==> src/rtl/rtc_pkg.sv <==
package rtc_pkg;

    localparam int unsigned WORD_W    = 32;
    localparam int unsigned BADDR_W   = 8;
    localparam int unsigned NUM_ALARM = 2;

    // Byte offsets of the register words
    localparam logic [BADDR_W-1:0] OFS_COUNT   = 8'h00;
    localparam logic [BADDR_W-1:0] OFS_ALARM0  = 8'h04;
    localparam logic [BADDR_W-1:0] OFS_STATUS  = 8'h08;
    localparam logic [BADDR_W-1:0] OFS_DIV     = 8'h0C;
    localparam logic [BADDR_W-1:0] OFS_SLEEP   = 8'h14;
    localparam logic [BADDR_W-1:0] OFS_ALARM1  = 8'h18;
    localparam logic [BADDR_W-1:0] OFS_CSEL    = 8'h1C;
    localparam logic [BADDR_W-1:0] OFS_SCRATCH = 8'h40;

    // Clock-select code that lets the oscillator drive the counter
    localparam logic [7:0] CSEL_RUN = 8'h03;

    // Status word bit positions
    localparam int unsigned SB_AL0_PEND  = 0;
    localparam int unsigned SB_TICK_PEND = 1;
    localparam int unsigned SB_AL0_EN    = 2;
    localparam int unsigned SB_TICK_EN   = 3;
    localparam int unsigned SB_AL1_PEND  = 4;
    localparam int unsigned SB_AL1_EN    = 6;

    typedef enum logic [3:0] {
        RS_NONE,
        RS_COUNT,
        RS_ALARM0,
        RS_STATUS,
        RS_DIV,
        RS_SLEEP,
        RS_ALARM1,
        RS_CSEL,
        RS_SCRATCH
    } reg_sel_e;

    typedef struct packed {
        logic al1_en;
        logic al1_pend;
        logic tick_en;
        logic al0_en;
        logic tick_pend;
        logic al0_pend;
    } stat_t;

    typedef struct packed {
        logic                wr;
        reg_sel_e            sel;
        logic [WORD_W-1:0]   data;
    } reg_req_t;

    function automatic reg_sel_e decode_addr(input logic [BADDR_W-1:0] a);
        reg_sel_e s;
        case (a)
            OFS_COUNT:   s = RS_COUNT;
            OFS_ALARM0:  s = RS_ALARM0;
            OFS_STATUS:  s = RS_STATUS;
            OFS_DIV:     s = RS_DIV;
            OFS_SLEEP:   s = RS_SLEEP;
            OFS_ALARM1:  s = RS_ALARM1;
            OFS_CSEL:    s = RS_CSEL;
            OFS_SCRATCH: s = RS_SCRATCH;
            default:     s = RS_NONE;
        endcase
        return s;
    endfunction

    function automatic reg_sel_e alarm_sel(input int unsigned idx);
        return (idx == 0) ? RS_ALARM0 : RS_ALARM1;
    endfunction

    function automatic logic [WORD_W-1:0] stat_to_word(input stat_t s);
        logic [WORD_W-1:0] w;
        w               = '0;
        w[SB_AL0_PEND]  = s.al0_pend;
        w[SB_TICK_PEND] = s.tick_pend;
        w[SB_AL0_EN]    = s.al0_en;
        w[SB_TICK_EN]   = s.tick_en;
        w[SB_AL1_PEND]  = s.al1_pend;
        w[SB_AL1_EN]    = s.al1_en;
        return w;
    endfunction

    function automatic logic stat_irq(input stat_t s);
        return (s.al0_pend & s.al0_en) | (s.tick_pend & s.tick_en) |
               (s.al1_pend & s.al1_en);
    endfunction

endpackage

==> src/rtl/rtc_prescaler.sv <==
module rtc_prescaler #(
    parameter int unsigned DIV_W = 16
) (
    input  logic             clk,
    input  logic             rst,
    input  logic             run,
    input  logic             restart,
    input  logic [DIV_W-1:0] div,
    output logic             tick
);
    localparam int unsigned PRE_W = DIV_W + 1;

    logic [PRE_W-1:0] pre_q;
    logic [PRE_W-1:0] last_phase;

    // one tick spans 2*(div+1) clocks: phases 0 .. 2*div+1
    assign last_phase = {div, 1'b1};
    assign tick       = run && (pre_q == last_phase);

    always_ff @(posedge clk) begin
        if (rst || !run || restart) begin
            pre_q <= '0;
        end else if (tick) begin
            pre_q <= '0;
        end else begin
            pre_q <= pre_q + 1'b1;
        end
    end
endmodule

==> src/rtl/rtc_counter.sv <==
module rtc_counter #(
    parameter int unsigned CNT_W = 32
) (
    input  logic             clk,
    input  logic             rst,
    input  logic             tick,
    input  logic             load,
    input  logic [CNT_W-1:0] load_val,
    output logic [CNT_W-1:0] cnt_q,
    output logic [CNT_W-1:0] cnt_adv,
    output logic             adv
);
    // a software load takes priority over a tick in the same cycle
    assign adv     = tick && !load;
    assign cnt_adv = cnt_q + 1'b1;

    always_ff @(posedge clk) begin
        if (rst) begin
            cnt_q <= '0;
        end else if (load) begin
            cnt_q <= load_val;
        end else if (adv) begin
            cnt_q <= cnt_adv;
        end
    end
endmodule

==> src/rtl/rtc_alarm_cmp.sv <==
module rtc_alarm_cmp #(
    parameter int unsigned CNT_W = 32
) (
    input  logic             clk,
    input  logic             rst,
    input  logic             wr,
    input  logic [CNT_W-1:0] wdata,
    input  logic             adv,
    input  logic [CNT_W-1:0] cnt_adv,
    output logic [CNT_W-1:0] value_q,
    output logic             hit
);
    // compare against the value the counter is about to take
    assign hit = adv && (cnt_adv == value_q);

    always_ff @(posedge clk) begin
        if (rst) begin
            value_q <= '0;
        end else if (wr) begin
            value_q <= wdata;
        end
    end
endmodule

==> src/rtl/rtc_status.sv <==
module rtc_status
    import rtc_pkg::*;
(
    input  logic                 clk,
    input  logic                 rst,
    input  logic                 wr,
    input  logic [WORD_W-1:0]    wdata,
    input  logic                 tick_evt,
    input  logic [NUM_ALARM-1:0] alarm_hit,
    output stat_t                stat_q,
    output logic                 irq
);
    stat_t stat_d;
    logic  clr_al0, clr_tick, clr_al1;

    assign clr_al0  = wr && wdata[SB_AL0_PEND];
    assign clr_tick = wr && wdata[SB_TICK_PEND];
    assign clr_al1  = wr && wdata[SB_AL1_PEND];

    always_comb begin
        stat_d = stat_q;
        // enables follow the written value
        if (wr) begin
            stat_d.al0_en  = wdata[SB_AL0_EN];
            stat_d.tick_en = wdata[SB_TICK_EN];
            stat_d.al1_en  = wdata[SB_AL1_EN];
        end
        // pending: write-one-to-clear, a new event wins over a clear
        stat_d.al0_pend  = (stat_q.al0_pend  && !clr_al0)  ||
                           (alarm_hit[0] && stat_q.al0_en);
        stat_d.tick_pend = (stat_q.tick_pend && !clr_tick) || tick_evt;
        stat_d.al1_pend  = (stat_q.al1_pend  && !clr_al1)  ||
                           (alarm_hit[1] && stat_q.al1_en);
    end

    always_ff @(posedge clk) begin
        if (rst) begin
            stat_q <= '0;
        end else begin
            stat_q <= stat_d;
        end
    end

    assign irq = stat_irq(stat_q);
endmodule

==> src/rtl/rtc_alarm_core.sv <==
module rtc_alarm_core
    import rtc_pkg::*;
#(
    parameter int unsigned DIV_W  = 16,
    parameter int unsigned CSEL_W = 8
) (
    input  logic               clk,
    input  logic               rst,
    input  logic [BADDR_W-1:0] bus_addr,
    input  logic               bus_wr,
    input  logic [WORD_W-1:0]  bus_wdata,
    output logic [WORD_W-1:0]  bus_rdata,
    output logic               irq_wake_o
);
    reg_req_t req;

    logic [DIV_W-1:0]  div_q;
    logic [CSEL_W-1:0] csel_q;
    logic [WORD_W-1:0] sleep_q;
    logic [WORD_W-1:0] scratch_q;

    logic              run;
    logic              tick;
    logic              cnt_wr;
    logic              div_wr;
    logic              scr_wr;
    logic              adv;
    logic [WORD_W-1:0] cnt_q;
    logic [WORD_W-1:0] cnt_adv;

    logic [NUM_ALARM-1:0]             alarm_hit;
    logic [NUM_ALARM-1:0][WORD_W-1:0] alarm_q;
    stat_t                            stat_q;

    assign req.wr   = bus_wr;
    assign req.sel  = decode_addr(bus_addr);
    assign req.data = bus_wdata;

    assign cnt_wr = req.wr && (req.sel == RS_COUNT);
    assign div_wr = req.wr && (req.sel == RS_DIV);
    assign scr_wr = req.wr && (req.sel == RS_SCRATCH);
    assign run    = (csel_q == CSEL_W'(CSEL_RUN));

    always_ff @(posedge clk) begin
        if (rst) begin
            div_q     <= '0;
            csel_q    <= '0;
            sleep_q   <= '0;
            scratch_q <= '0;
        end else if (req.wr) begin
            case (req.sel)
                RS_DIV:     div_q     <= req.data[DIV_W-1:0];
                RS_CSEL:    csel_q    <= req.data[CSEL_W-1:0];
                RS_SLEEP:   sleep_q   <= req.data;
                RS_SCRATCH: scratch_q <= req.data;
                default:    ;
            endcase
        end
    end

    rtc_prescaler #(.DIV_W(DIV_W)) u_pre (
        .clk     (clk),
        .rst     (rst),
        .run     (run),
        .restart (cnt_wr || div_wr),
        .div     (div_q),
        .tick    (tick)
    );

    rtc_counter #(.CNT_W(WORD_W)) u_cnt (
        .clk      (clk),
        .rst      (rst),
        .tick     (tick),
        .load     (cnt_wr),
        .load_val (req.data),
        .cnt_q    (cnt_q),
        .cnt_adv  (cnt_adv),
        .adv      (adv)
    );

    for (genvar gi = 0; gi < NUM_ALARM; gi++) begin : g_alarm
        rtc_alarm_cmp #(.CNT_W(WORD_W)) u_cmp (
            .clk     (clk),
            .rst     (rst),
            .wr      (req.wr && (req.sel == alarm_sel(gi))),
            .wdata   (req.data),
            .adv     (adv),
            .cnt_adv (cnt_adv),
            .value_q (alarm_q[gi]),
            .hit     (alarm_hit[gi])
        );
    end

    rtc_status u_stat (
        .clk       (clk),
        .rst       (rst),
        .wr        (req.wr && (req.sel == RS_STATUS)),
        .wdata     (req.data),
        .tick_evt  (adv),
        .alarm_hit (alarm_hit),
        .stat_q    (stat_q),
        .irq       (irq_wake_o)
    );

    always_comb begin
        case (req.sel)
            RS_COUNT:   bus_rdata = cnt_q;
            RS_ALARM0:  bus_rdata = alarm_q[0];
            RS_ALARM1:  bus_rdata = alarm_q[1];
            RS_STATUS:  bus_rdata = stat_to_word(stat_q);
            RS_DIV:     bus_rdata = WORD_W'(div_q);
            RS_SLEEP:   bus_rdata = sleep_q;
            RS_CSEL:    bus_rdata = WORD_W'(csel_q);
            RS_SCRATCH: bus_rdata = scratch_q;
            default:    bus_rdata = '0;
        endcase
    end
endmodule

==> config.mk <==
export PLATFORM = sky130hd
export DESIGN_NAME = rtc_alarm_core
export DESIGN_NICKNAME = d
export VERILOG_FILES = /design/src/rtl/rtc_pkg.sv /design/src/rtl/rtc_prescaler.sv /design/src/rtl/rtc_counter.sv /design/src/rtl/rtc_alarm_cmp.sv /design/src/rtl/rtc_status.sv /design/src/rtl/rtc_alarm_core.sv
export SDC_FILE = /design/constraint.sdc
export NUM_CORES = 1
export LEC_CHECK = 0
export ABC_AREA = 0
export BUFFER_PORTS_ARGS = -buffer_cell sky130_fd_sc_hd__buf_2
export CORE_AREA = 2 2 135 190
export CTS_CLUSTER_SIZE = 30
export DETAILED_ROUTE_END_ITERATION = 10
export DIE_AREA = 0 0 137 192
export GPL_ROUTABILITY_DRIVEN = 0
export HOLD_SLACK_MARGIN = 0.12
export MAX_ROUTING_LAYER = met4
export RECOVER_POWER = 100
export SYNTH_ARGS = -nofsm -noshare
export SYNTH_HDL_FRONTEND = slang
export SYNTH_SLANG_ARGS = --single-unit
==> constraint.sdc <==
create_clock -name clk -period 7.1 [get_ports clk]
set_input_delay 1.42 -clock clk [delete_from_list [all_inputs] [get_ports clk]]
set_output_delay 1.42 -clock clk [all_outputs]
set_load 0.05 [all_outputs]
Word level (Yosys, flattened, before mapping)
Index checks and enable logic that the tools add are counted.
{"block": "totals", "output_inout_bits": 33, "ff_bits": 207, "word_cells": 79}
{"block": "op_classes", "n_eq_ne": 19, "muxes": 4, "addsub": 2, "n_reduce_logical": 35, "bitwise_logic": 5}
{"operator": "32-bit one-hot mux with 8 select lines", "n": 1}
{"operator": "32-bit == test", "n": 2}
{"operator": "32-bit 2-to-1 mux", "n": 2}
{"operator": "32-bit by 1-bit adder with 32-bit output, second input constant", "n": 1}
{"operator": "4-bit one-hot mux with 8 select lines", "n": 1}
{"operator": "8-bit by 5-bit == test with 1-bit output, second input constant", "n": 3}
{"operator": "17-bit by 1-bit adder with 17-bit output, second input constant", "n": 1}
{"operator": "17-bit == test", "n": 1}
{"operator": "1-bit logical AND", "n": 17}
{"operator": "4-bit by 3-bit == test with 1-bit output, second input constant", "n": 4}
{"operator": "8-bit by 4-bit == test with 1-bit output, second input constant", "n": 2}
{"operator": "4-bit by 2-bit == test with 1-bit output, second input constant", "n": 2}
{"operator": "8-bit by 2-bit == test with 1-bit output, second input constant", "n": 1}
{"operator": "8-bit by 3-bit == test with 1-bit output, second input constant", "n": 1}
{"operator": "8-bit by 7-bit == test with 1-bit output, second input constant", "n": 1}
{"operator": "8-bit logical NOT", "n": 1}
{"operator": "2-bit AND reduction", "n": 4}
{"operator": "1-bit logical OR", "n": 6}
{"operator": "1-bit logical NOT", "n": 5}
{"operator": "4-bit by 1-bit == test with 1-bit output, second input constant", "n": 1}
{"operator": "4-bit == test, second input constant", "n": 1}
{"operator": "1-bit bitwise AND", "n": 3}
{"operator": "1-bit bitwise OR", "n": 2}
{"operator": "2-bit nonzero test", "n": 1}
{"operator": "2-bit OR reduction", "n": 1}

Depth between registers and ports, before layout
{"block": "logic_depth", "word_depth": 9, "depth_mapped": 11, "mapped_depth_nobuf": 9}

Modules after synthesis
From an unflattened synthesis, not the netlist that was laid out.
{"block": "hier_totals", "cells_unflattened": 1333, "hier_area_um2": 11364.6}
{"module": "rtc_alarm_core", "area_per_inst_um2": 4799.6, "instances": 1, "cells_per_inst": 592}
{"module": "rtc_alarm_cmp", "area_per_inst_um2": 1475.2, "instances": 2, "cells_per_inst": 147}
{"module": "rtc_counter", "area_per_inst_um2": 2478.6, "instances": 1, "cells_per_inst": 321}
{"module": "rtc_prescaler", "area_per_inst_um2": 895.9, "instances": 1, "cells_per_inst": 102}
{"module": "rtc_status", "area_per_inst_um2": 240.2, "instances": 1, "cells_per_inst": 24}

Worst setup path before layout
No wires, ideal clock.
{"block": "synth_path", "kind": "input -> output", "from": "input bus_addr[1]", "to": "output bus_rdata[10]", "arrival_time_ps": 3519, "stages": 7, "setup_slack_ps": 2161, "path_cell_list": "or4_1 > nor2_1 > nand2_1 > nor3b_1 > clkbuf_1 > a22oi_1 > nand3_1"}
{"block": "synth_between", "elab_chain_len": 4, "word_cells_on_any_way": 18, "cone_classes": "eq/ne: 15; mux: 2; reduce/logical: 1"}
{"item": "start, declared", "line": "rtc_alarm_core.sv:9", "source": "input logic [BADDR_W-1:0] bus_addr,"}
{"item": "8-bit by 7-bit == test with 1-bit output, or another cell as far along", "line": "rtc_pkg.sv:57", "source": "case (a)"}
{"item": "4-bit one-hot mux with 8 select lines (*)", "line": "rtc_pkg.sv:57"}
{"item": "4-bit == test, or another cell as far along", "line": "rtc_alarm_core.sv:106", "source": "case (req.sel)"}
{"item": "32-bit one-hot mux with 8 select lines (*)", "line": "rtc_alarm_core.sv:106"}
{"item": "end, declared", "line": "rtc_alarm_core.sv:12", "source": "output logic [WORD_W-1:0] bus_rdata,"}
Mark *: on every way between the ends. The rest lies on a longest branch, timed or not.

Worst setup path in the final report
{"block": "layout_path", "from": "input bus_addr[1]", "to": "output bus_rdata[9]"}
Same word-level chain as after synthesis.

==> results.py <==
metrics = {
    "grt": {
        "grt_pass1_vias": 10300,
        "grt_pass1_wl_mm": 58.7,
        "grt_remaining_overflow": 0,
        "track_usage_pct": 29.5,
        "antenna_found_initial": 0,
        "grt_max_degree": 88,
    },
    "finish": {
        "final_util_pct": 50.4,
        "n_antenna_cell": 0,
        "final_layout_size_suffix_gt1_share_pct": 7.67,
        "syn_to_final_growth_pct": 10.1,
        "layout_common_cells": "nand2_1 (373), dfxtp_1 (207), a21oi_1 (172)",
        "mostFrequentLayoutCell": "nand2_1",
        "nNetsFinal": 1530,
    },
    "clock_network": {
        "cts.sinks": 207,
        "cts_root_buffer": "clkbuf_16",
        "htree_levels": 1,
        "numCtsBuffers": 22,
        "clkLatencyLatePin_ns": 0.51,
        "clk_path_buf_depth": 3,
        "holdBufCountCts": 0,
        "clkSlewWorstSetupHoldPaths_ns": 0.06,
        "cts_resized": 0,
        "post-cts-setup-buffer-count": 0,
        "cts_tree": "done",
    },
    "outcome": {
        "violations": "max-capacitance violations, max-slew violations",
        "outcome": "finished with violations",
    },
    "synthesis": {
        "mappedNetlistArea_um2": 11200,
        "ys_seq_area_share_pct": 37.0,
        "yosys_register_bits": 207,
        "syn_area_per_cell_um2": 7.53,
        "synth_edf_count": 0,
        "synthCells": 1489,
        "synth_cell_types": 70,
        "ys.flop_type": "dfxtp_1",
        "syn_nets": 1534,
        "yosysWarnings": 0,
        "ys_async_sr_fraction_pct": 0,
    },
    "critical_path": {
        "crit_path_frequent_cell": "clkbuf_1",
        "path_cells": "buf_2, or4_1, nor4_2, clkbuf_1, a22oi_1, nand3_1, clkbuf_1",
        "required_ns": 5.68,
        "worstPathArrival_ns": 4.92,
        "end_kind": "primary output",
        "critical_path_class": "input pin to primary output",
        "max_stage_delay_ns": 1.49,
        "startpoint_type": "input pin",
        "worstPathMaxFanout": 34,
        "slowest_stage": "clkbuf_1",
    },
    "flow_run": {
        "cap_violations": 5,
    },
    "sta": {
        "max_freq_ghz": 0.158,
        "setup_slack_ns": 0.762,
        "setup_viol": 0,
        "slew_headroom_pct": -91.0,
        "slew_viol_final": 200,
        "post-route-period-util_pct": 89.3,
        "fin_setup_tns_ns": 0,
        "fin_skew_ns": 0.0111,
        "min_period_ns": 6.34,
        "worstMarginPinSlew_ns": 2.87,
        "timing.hold.ws_ns": 0.455,
        "finalHoldViolCount": 0,
        "rsz0062_at_grt": "false",
    },
    "routing": {
        "drt_first_pass_iters": 6,
        "drc_errors": 0,
        "drt_wl_total_mm": 37.8,
        "routed-via-count": 10800,
        "drt_iter0_drc": 1019,
        "drtAntennaViolNets": 0,
        "post_drt_wl_per_cell_um": 20.8,
        "routed_via_density": 5.95,
    },
    "hold_path": {
        "min_path_type": "flip-flop to flip-flop",
    },
    "place": {
        "pre_cts_ws_ns": 1.63,
        "place_hpwl_mm": 26.3,
        "port_buffers": 75,
    },
    "die": {
        "initial_core_util_pct": 45.7,
        "io_pins": 76,
        "coreArea_um2": 24500,
        "rows": 68,
        "die_h_um": 192,
        "die_w_um": 137,
        "dieArea_um2": 26300,
    },
    "power_and_ir_drop": {
        "p_per_area_nw_per_um2": 198,
        "leakage_nw": 3.97,
        "ir_worst_vdd_v": 0.000159,
    },
}
[per-layer routing]
metal	track usage, %	share of wire, %	up-vias	wire [um]
met1	33.2	39	5192	14600
met3	3.04	4.9	94	1860
met2	53.3	53	345	19900
met4	11.1	3.8	0	1440
li1	-	-	5169	-
met5	-	0	-	0
[cells by family after synthesis]
kind of cell               share of synthesized area (%)
xor gates and xnor gates                            10.6
buffers and inverters                               4.94
and+or+nand+nor                                     27.3
DFF                                                 37.0
AOI/OAI and AO/OA                                   18.6
adders and majority gates                          0.223
muxes                                               1.44
[layout make-up]
cell class / count / area [um2]
Sequential cell: 207 / 4140
Multi-Input combinational cell: 1145 / 6530
Clock inverter: 8 / 90.1
Tap cell: 315 / 394
Clock buffer: 31 / 666
Timing Repair Buffer: 97 / 474
Fill cell: 2448 / 12200
Inverter: 12 / 45.0
[synthesized netlist by cell type (all sizes together), types with 12 or more instances]
master	count	area share, %
and3	14	0.78
mux2i	15	1.3
a222oi	17	1.5
clkbuf	103	3.5
xor2	50	3.9
nor3	13	0.71
nor2	98	3.5
nor4	15	1.0
xnor2	80	6.3
buf	22	1.0
dfxtp	207	37
o21ai	12	0.54
nand4	30	1.9
nand3	62	2.8
inv	12	0.40
a211oi	33	2.2
a22oi	49	3.3
nand2	374	13
a21oi	172	7.7
[critical path: cells and delay by family]
| family | cells | cell delay (ns) |
|---|---|---|
| buf+inv | 3 | 2.07 |
| simple gates | 3 | 1.13 |
| compound gates | 1 | 0.28 |
[registers in the layout (all words and copies together), names as in the netlist]
register               cells
g_alarm.u_cmp.value_q     64
u_stat.stat_q              6
csel_q                     8
div_q                     16
scratch_q                 32
u_pre.pre_q               17
u_cnt.cnt_q               32
sleep_q                   32
[final timing paths]
path / start / end / slack [ns] / depth (start not counted)
worst max-delay path: bus_addr[1] / bus_rdata[9] / 0.76 / 7
worst min-delay path: scratch_q[23] / scratch_q[23] / 0.45 / 2
worst max register to register: u_cnt.cnt_q[0] / u_stat.stat_q[0] / 2.84 / 9
worst min register to register: scratch_q[23] / scratch_q[23] / 0.45 / 2
[where the power goes]
part	internal [mW]	total [mW]	leakage, nW	switching [mW]
clock network	0.724	1.21	0.381	0.484
logic	0.0169	0.0712	1.92	0.0543
registers	1.16	1.17	1.67	0.00252
[stage by stage]
| step | instances | instance area (um2) | power [mW] |
|---|---|---|---|
| 2_1_floorplan | 1489 | 11200 | 1.23 |
| 3_3_place_gp | 1776 | 11700 | 1.26 |
| 3_5_place_dp | 1776 | 11700 | 1.26 |
| 4_1_cts | 1815 | 12400 | 2.46 |
| 5_1_grt | 1815 | 12300 | 2.52 |
| 6_report | 1815 | 12300 | 2.44 |
Note: power is estimated with default switching activity, not from simulation.
